==> src/rtl/lat_enf_pkg.sv <==
package lat_enf_pkg;

    typedef enum logic {
        CH_READ  = 1'b0,
        CH_WRITE = 1'b1
    } chan_kind_e;

    // Combinational view of one response gate in the current cycle.
    typedef struct packed {
        logic open;   // response may pass this cycle
        logic first;  // the next beat starts a new transaction
        logic late;   // handing over now would miss the deadline
    } gate_view_t;

endpackage

==> src/rtl/cycle_stamp.sv <==
module cycle_stamp #(
    parameter int TS_W = 16
) (
    input  logic            clk,
    input  logic            rst,
    output logic [TS_W-1:0] now
);
    always_ff @(posedge clk) begin
        if (rst) now <= '0;
        else     now <= now + 1'b1;
    end
endmodule

==> src/rtl/stamp_fifo.sv <==
module stamp_fifo #(
    parameter int DEPTH = 4,
    parameter int W     = 16
) (
    input  logic         clk,
    input  logic         rst,
    input  logic         push,
    input  logic [W-1:0] din,
    input  logic         pop,
    output logic [W-1:0] head,
    output logic         empty,
    output logic         full
);
    localparam int PW = (DEPTH > 1) ? $clog2(DEPTH) : 1;
    localparam int CW = $clog2(DEPTH + 1);
    localparam logic [PW-1:0] LAST_SLOT = PW'(DEPTH - 1);
    localparam logic [CW-1:0] FULL_CNT  = CW'(DEPTH);

    logic [W-1:0]  mem [DEPTH];
    logic [PW-1:0] wr_ptr, rd_ptr;
    logic [CW-1:0] count;
    logic          do_push, do_pop;

    function automatic logic [PW-1:0] step(input logic [PW-1:0] p);
        return (p == LAST_SLOT) ? '0 : p + 1'b1;
    endfunction

    assign empty   = (count == '0);
    assign full    = (count == FULL_CNT);
    assign do_push = push && !full;
    assign do_pop  = pop && !empty;
    assign head    = mem[rd_ptr];

    always_ff @(posedge clk) begin
        if (do_push) mem[wr_ptr] <= din;
    end

    always_ff @(posedge clk) begin
        if (rst) begin
            wr_ptr <= '0;
            rd_ptr <= '0;
            count  <= '0;
        end else begin
            if (do_push) wr_ptr <= step(wr_ptr);
            if (do_pop)  rd_ptr <= step(rd_ptr);
            case ({do_push, do_pop})
                2'b10:   count <= count + 1'b1;
                2'b01:   count <= count - 1'b1;
                default: count <= count;
            endcase
        end
    end

    assert_no_overflow_R8: assert property (@(posedge clk) disable iff (rst)
        push |-> !full);
    assert_no_underflow_R8: assert property (@(posedge clk) disable iff (rst)
        pop |-> !empty);

endmodule

==> src/rtl/resp_gate.sv <==
module resp_gate
    import lat_enf_pkg::*;
#(
    parameter chan_kind_e KIND  = CH_READ,
    parameter int         LAT_W = 12,
    parameter int         TS_W  = 16,
    parameter int         DEPTH = 4
) (
    input  logic             clk,
    input  logic             rst,
    input  logic [LAT_W-1:0] lat,
    input  logic [TS_W-1:0]  now,
    input  logic             start_evt,
    output logic             slot_full,
    input  logic             s_valid,
    input  logic             s_last,
    output logic             s_ready,
    output logic             m_valid,
    input  logic             m_ready,
    output logic             underrun
);
    logic [TS_W-1:0] head, elapsed, lat_ext;
    logic            empty, bypass, ripe_now, ripe_q, in_burst, fire, pop;
    gate_view_t      view;

    stamp_fifo #(.DEPTH(DEPTH), .W(TS_W)) u_stamps (
        .clk   (clk),
        .rst   (rst),
        .push  (start_evt),
        .din   (now),
        .pop   (pop),
        .head  (head),
        .empty (empty),
        .full  (slot_full)
    );

    assign lat_ext  = {{(TS_W-LAT_W){1'b0}}, lat};
    assign elapsed  = now - head;
    assign bypass   = (lat == '0);
    assign ripe_now = !empty && (elapsed >= lat_ext);

    always_comb begin
        view.first = !in_burst;
        view.open  = in_burst || bypass || ripe_now || ripe_q;
        view.late  = ripe_q || (ripe_now && (elapsed != lat_ext));
    end

    assign m_valid = s_valid && view.open;
    assign s_ready = m_ready && view.open;
    assign fire    = m_valid && m_ready;
    assign pop     = fire && view.first && !empty;

    generate
        if (KIND == CH_READ) begin : g_burst
            logic burst_q;
            always_ff @(posedge clk) begin
                if (rst)       burst_q <= 1'b0;
                else if (fire) burst_q <= !s_last;
            end
            assign in_burst = burst_q;
        end else begin : g_single
            logic unused_last;
            assign unused_last = s_last;
            assign in_burst    = 1'b0;
        end
    endgenerate

    // ripe_q remembers that the head's deadline has come, surviving counter wrap.
    always_ff @(posedge clk) begin
        if (rst) begin
            ripe_q   <= 1'b0;
            underrun <= 1'b0;
        end else begin
            underrun <= pop && !bypass && view.late;
            if (pop)                      ripe_q <= 1'b0;
            else if (!empty && ripe_now)  ripe_q <= 1'b1;
        end
    end

    assert_hold_empty_R3: assert property (@(posedge clk) disable iff (rst)
        (!bypass && empty && !in_burst) |-> (!m_valid && !s_ready));
    assert_burst_pass_R4: assert property (@(posedge clk) disable iff (rst)
        (in_burst && s_valid) |-> m_valid);
    assert_offered_only_R9: assert property (@(posedge clk) disable iff (rst)
        m_valid |-> s_valid);
    assert_underrun_cause_R7: assert property (@(posedge clk) disable iff (rst)
        underrun |-> ($past(fire) && $past(lat != '0)));

endmodule

==> src/rtl/latency_enforcer.sv <==
module latency_enforcer
    import lat_enf_pkg::*;
#(
    parameter int LAT_W  = 12,
    parameter int TS_W   = 16,
    parameter int DEPTH  = 4,
    parameter int DATA_W = 64,
    parameter int RESP_W = 2
) (
    input  logic              clk,
    input  logic              rst,
    input  logic [LAT_W-1:0]  cfg_rd_lat,
    input  logic [LAT_W-1:0]  cfg_wr_lat,
    input  logic              m_arvalid,
    output logic              m_arready,
    output logic              s_arvalid,
    input  logic              s_arready,
    input  logic              m_wvalid,
    input  logic              m_wlast,
    output logic              m_wready,
    output logic              s_wvalid,
    input  logic              s_wready,
    input  logic              s_rvalid,
    input  logic [DATA_W-1:0] s_rdata,
    input  logic              s_rlast,
    output logic              s_rready,
    output logic              m_rvalid,
    output logic [DATA_W-1:0] m_rdata,
    output logic              m_rlast,
    input  logic              m_rready,
    input  logic              s_bvalid,
    input  logic [RESP_W-1:0] s_bresp,
    output logic              s_bready,
    output logic              m_bvalid,
    output logic [RESP_W-1:0] m_bresp,
    input  logic              m_bready,
    output logic              rd_underrun,
    output logic              wr_underrun
);
    logic [TS_W-1:0] now;
    logic            rd_full, wr_full, rd_start, wr_start;

    cycle_stamp #(.TS_W(TS_W)) u_clock (
        .clk (clk),
        .rst (rst),
        .now (now)
    );

    assign s_arvalid = m_arvalid && !rd_full;
    assign m_arready = s_arready && !rd_full;
    assign rd_start  = m_arvalid && s_arready && !rd_full;

    assign s_wvalid  = m_wvalid && !wr_full;
    assign m_wready  = s_wready && !wr_full;
    assign wr_start  = m_wvalid && m_wlast && s_wready && !wr_full;

    assign m_rdata   = s_rdata;
    assign m_rlast   = s_rlast;
    assign m_bresp   = s_bresp;

    resp_gate #(.KIND(CH_READ), .LAT_W(LAT_W), .TS_W(TS_W), .DEPTH(DEPTH)) u_rd_gate (
        .clk       (clk),
        .rst       (rst),
        .lat       (cfg_rd_lat),
        .now       (now),
        .start_evt (rd_start),
        .slot_full (rd_full),
        .s_valid   (s_rvalid),
        .s_last    (s_rlast),
        .s_ready   (s_rready),
        .m_valid   (m_rvalid),
        .m_ready   (m_rready),
        .underrun  (rd_underrun)
    );

    resp_gate #(.KIND(CH_WRITE), .LAT_W(LAT_W), .TS_W(TS_W), .DEPTH(DEPTH)) u_wr_gate (
        .clk       (clk),
        .rst       (rst),
        .lat       (cfg_wr_lat),
        .now       (now),
        .start_evt (wr_start),
        .slot_full (wr_full),
        .s_valid   (s_bvalid),
        .s_last    (1'b1),
        .s_ready   (s_bready),
        .m_valid   (m_bvalid),
        .m_ready   (m_bready),
        .underrun  (wr_underrun)
    );

    assert_ar_closed_R8: assert property (@(posedge clk) disable iff (rst)
        (m_arvalid && s_arready && !m_arready) |-> !s_arvalid);
    assert_w_closed_R8: assert property (@(posedge clk) disable iff (rst)
        (m_wvalid && s_wready && !m_wready) |-> !s_wvalid);

endmodule

==> config.mk <==
export PLATFORM = sky130hd
export DESIGN_NAME = latency_enforcer
export DESIGN_NICKNAME = d
export VERILOG_FILES = /design/src/rtl/lat_enf_pkg.sv /design/src/rtl/cycle_stamp.sv /design/src/rtl/stamp_fifo.sv /design/src/rtl/resp_gate.sv /design/src/rtl/latency_enforcer.sv
export SDC_FILE = /design/constraint.sdc
export NUM_CORES = 1
export LEC_CHECK = 0
export BUFFER_PORTS_ARGS = -buffer_cell sky130_fd_sc_hd__buf_2
export CAP_MARGIN = 20
export CORE_UTILIZATION = 32
export CTS_CLUSTER_SIZE = 16
export DETAILED_ROUTE_END_ITERATION = 16
export PLACE_DENSITY = 0.59
export SLEW_MARGIN = 20
export SYNTH_ARGS = -nofsm -noshare
export SYNTH_HDL_FRONTEND = slang
export SYNTH_SLANG_ARGS = --single-unit
export TNS_END_PERCENT = 100
==> constraint.sdc <==
create_clock -name clk -period 17.2 [get_ports clk]
set_input_delay 0.86 -clock clk [delete_from_list [all_inputs] [get_ports clk]]
set_output_delay 0.86 -clock clk [all_outputs]
set_load 0.05 [all_outputs]
==> results.json <==
{
  "hold_violations": 0,
  "clkTransAtPathRegs_ns": 0.06,
  "grt_overflow": 0,
  "routabilityCongestion": 0.834,
  "cts-root-buf": "clkbuf_16",
  "netlist-cell-type-count": 64,
  "wl_per_cell_microns": 14.9,
  "multi_input_area_sq_um": 3830,
  "dpl.hpwl_mm": 12.1,
  "holdPathStages": 2,
  "grt_pass1_vias": 5716,
  "fp.dieW_microns": 173,
  "arrival_ns": 5.15,
  "cts_tree": "done",
  "yosysTopAreaCellShare": 0.413,
  "seq_area_sq_um": 4620,
  "area_growth_pct": 8.06,
  "drt_first_pass_iters": 4,
  "synth_nets": 950,
  "ys_seq_area_frac": 0.497,
  "htree_levels": 4,
  "path_max_fanout": 16,
  "power.density_nw_per_um2": 91.4,
  "worst_slew_pin_slew_ns": 1.03,
  "r2r_cells": 23,
  "clock-sinks": 167,
  "yosysTopAreaCell": "edfxtp_1",
  "timing.hold.ws_ns": 0.501,
  "synthCells": 776,
  "io_pins": 179,
  "cts_resized": 0,
  "required_ns": 16.34,
  "final_nets": 936,
  "hp-start": "u_wr_gate.u_stamps.wr_ptr[1]",
  "yosysMostFrequentCell": "edfxtp_1",
  "postCtsHoldBufs": 0,
  "grt_use_met3": 0.0214,
  "rr_endpoint": "u_wr_gate.u_stamps.count[2]",
  "antenna_found_initial": 0,
  "synth-seq-cells": 167,
  "core.rowCount": 62,
  "skew_ns": 0.0116,
  "drcViolationCount": 0,
  "synth_area_leaders": "edfxtp_1 41%, ha_1 9.1%, dfxtp_1 8.4%",
  "r2r_slack_ns": 11.47,
  "syn_area_sq_um": 9300,
  "use_met2": 0.210,
  "grt_use_met1": 0.152,
  "initial_utilization": 0.325,
  "setup_slack_ns": 11.19,
  "postCtsSetupRepairBufs": 0,
  "clkLatencyLatePin_ns": 0.42,
  "tns_ns": 0,
  "min_period_ns": 6.01,
  "cts_buffers": 17,
  "hp-class": "flop to flop",
  "vias": 5619,
  "status": "finished, final reports clean",
  "port_buffers": 46,
  "die_y_microns": 173,
  "synth_flop_cell": "edfxtp_1",
  "core_sq_um": 28600,
  "vdd_drop_max_mv": 0.0636,
  "synthArstFlopShare": 0,
  "cap_violations": 0,
  "max_freq_ghz": 0.166,
  "finalCritPeriodShare": 0.350,
  "leakage_nw": 3.87,
  "grt_max_degree": 40,
  "top_usage_layer": "met2",
  "die_area_sq_um": 29800,
  "layout-drive-gt1-share": 0.160,
  "viasPerCell": 4.85,
  "grt_pass1_wl_mm": 28.7,
  "preCtsSetupSlack_ns": 11.52,
  "yosys-top-cells-count": "128 x edfxtp_1, 75 x inv_1, 68 x ha_1",
  "worstHoldEndpoint": "u_wr_gate.u_stamps.wr_ptr[1]",
  "wl_mm": 17.3,
  "synth_edf_count": 128,
  "nFillCells": 2783,
  "final_util": 0.351,
  "startpoint_type": "flop",
  "drt_iter0_markers": 334,
  "track_usage": 0.121,
  "drv_slew": 0,
  "setup_viol": 0,
  "cts.path.max_buffers": 2,
  "slew_headroom": 0.311,
  "rsz0062_at_grt": "no",
  "ys_warn_count": 0,
  "antenna_left": 0,
  "endpoint_kind": "output port",
  "diodes": 0,
  "synth_area_per_cell_sq_um": 12.0,
  "crit_type": "flop to output port"
}
==> state kept, by name, summed over array words and instances, names as in the netlist, 3 cells and up, named ones only <==
| name | flops |
|---|---|
| u_wr_gate.u_stamps.count | 3 |
| u_rd_gate.u_stamps.count | 3 |
| u_wr_gate.u_stamps.mem | 64 |
| u_clock.now | 16 |
| u_rd_gate.u_stamps.mem | 64 |
==> where the power goes <==
group          switching, mW  internal (mW)  total (mW)
Combinational         0.0647         0.0486       0.113
Sequential           0.00650          0.439       0.445
Clock                  0.151          0.210       0.361
==> worst max-delay path, stage by stage, from the launching register on <==
cell	delay [ns]
dfxtp_1	0.87
mux4_2	0.34
ha_1	0.16
inv_1	0.05
fa_1	0.40
a21o_1	0.19
a221o_1	0.37
and2_1	0.20
o21a_1	0.18
o21a_1	0.18
o21ai_0	0.15
a21oi_1	0.10
ha_1	0.29
nand4_1	0.10
or2_2	0.32
o221ai_1	0.20
o31ai_1	0.14
a21boi_0	0.19
buf_2	0.29
==> per-stage QoR <==
stage / std cells / power, mW / cell area [sq um]
after floorplan: 776 / 0.581 / 9300
after global placement: 1127 / 0.567 / 9480
after detailed placement: 1127 / 0.569 / 9480
after CTS: 1159 / 0.929 / 10100
after global routing: 1159 / 0.959 / 10100
final: 1159 / 0.919 / 10100
==> area by class of cell <==
| type | count | area share |
|---|---|---|
| Timing Repair Buffer | 51 | 0.0266 |
| Tap cell | 384 | 0.0478 |
| Inverter | 75 | 0.0280 |
| Clock buffer | 23 | 0.0508 |
| Clock inverter | 9 | 0.00622 |
| Sequential cell | 167 | 0.460 |
| Multi-Input combinational cell | 450 | 0.381 |
==> placed cells by master (no fill, tap or decap), types with 5 or more instances in the layout <==
master,count
and3_1,14
o21ai_0,19
buf_4,5
clkbuf_16,19
inv_1,75
mux4_2,32
a21o_1,17
and4_1,5
o21a_1,5
nor4_1,10
nor2_1,38
dfxtp_1,39
a31oi_1,7
nand4_1,11
nand2_1,25
a21oi_1,46
buf_2,46
xnor2_1,14
nand2b_1,11
or3_1,11
nor3_1,11
o31ai_1,6
edfxtp_1,128
nand3_1,9
ha_1,68
xor2_1,19
a21boi_0,8
and2_1,7
nor2b_1,7
==> routing by layer <==
metal	share of wire	vias to the layer above
met5	0	-
met4	0.013	0
met3	0.034	27
met2	0.49	82
met1	0.46	2733
li1	-	2777
==> worst max path at each step <==
stage                                              to  startpoint  depth (start not counted)
final                                        s_bready        flop                         18
after global routing                         s_bready        flop                         18
after CTS                                    s_bready        flop                         18
after detailed placement  u_wr_gate.u_stamps.count[2]        flop                         23
after global placement    u_wr_gate.u_stamps.count[2]        flop                         23
after floorplan                              m_bvalid        flop                         18
==> kinds of logic after synthesis <==
kind of cell             after synthesis  synth area share
AND/OR/NAND/NOR                      168            0.0962
adder cells (fa/ha/maj)               72             0.100
AO/OA/AOI/OAI                        140             0.100
flip-flops                           167             0.497
buffers and inverters                159            0.0917
multiplexers                          37            0.0836
XOR/XNOR                              33            0.0311
No activity file was read; power rests on OpenSTA's default activity.
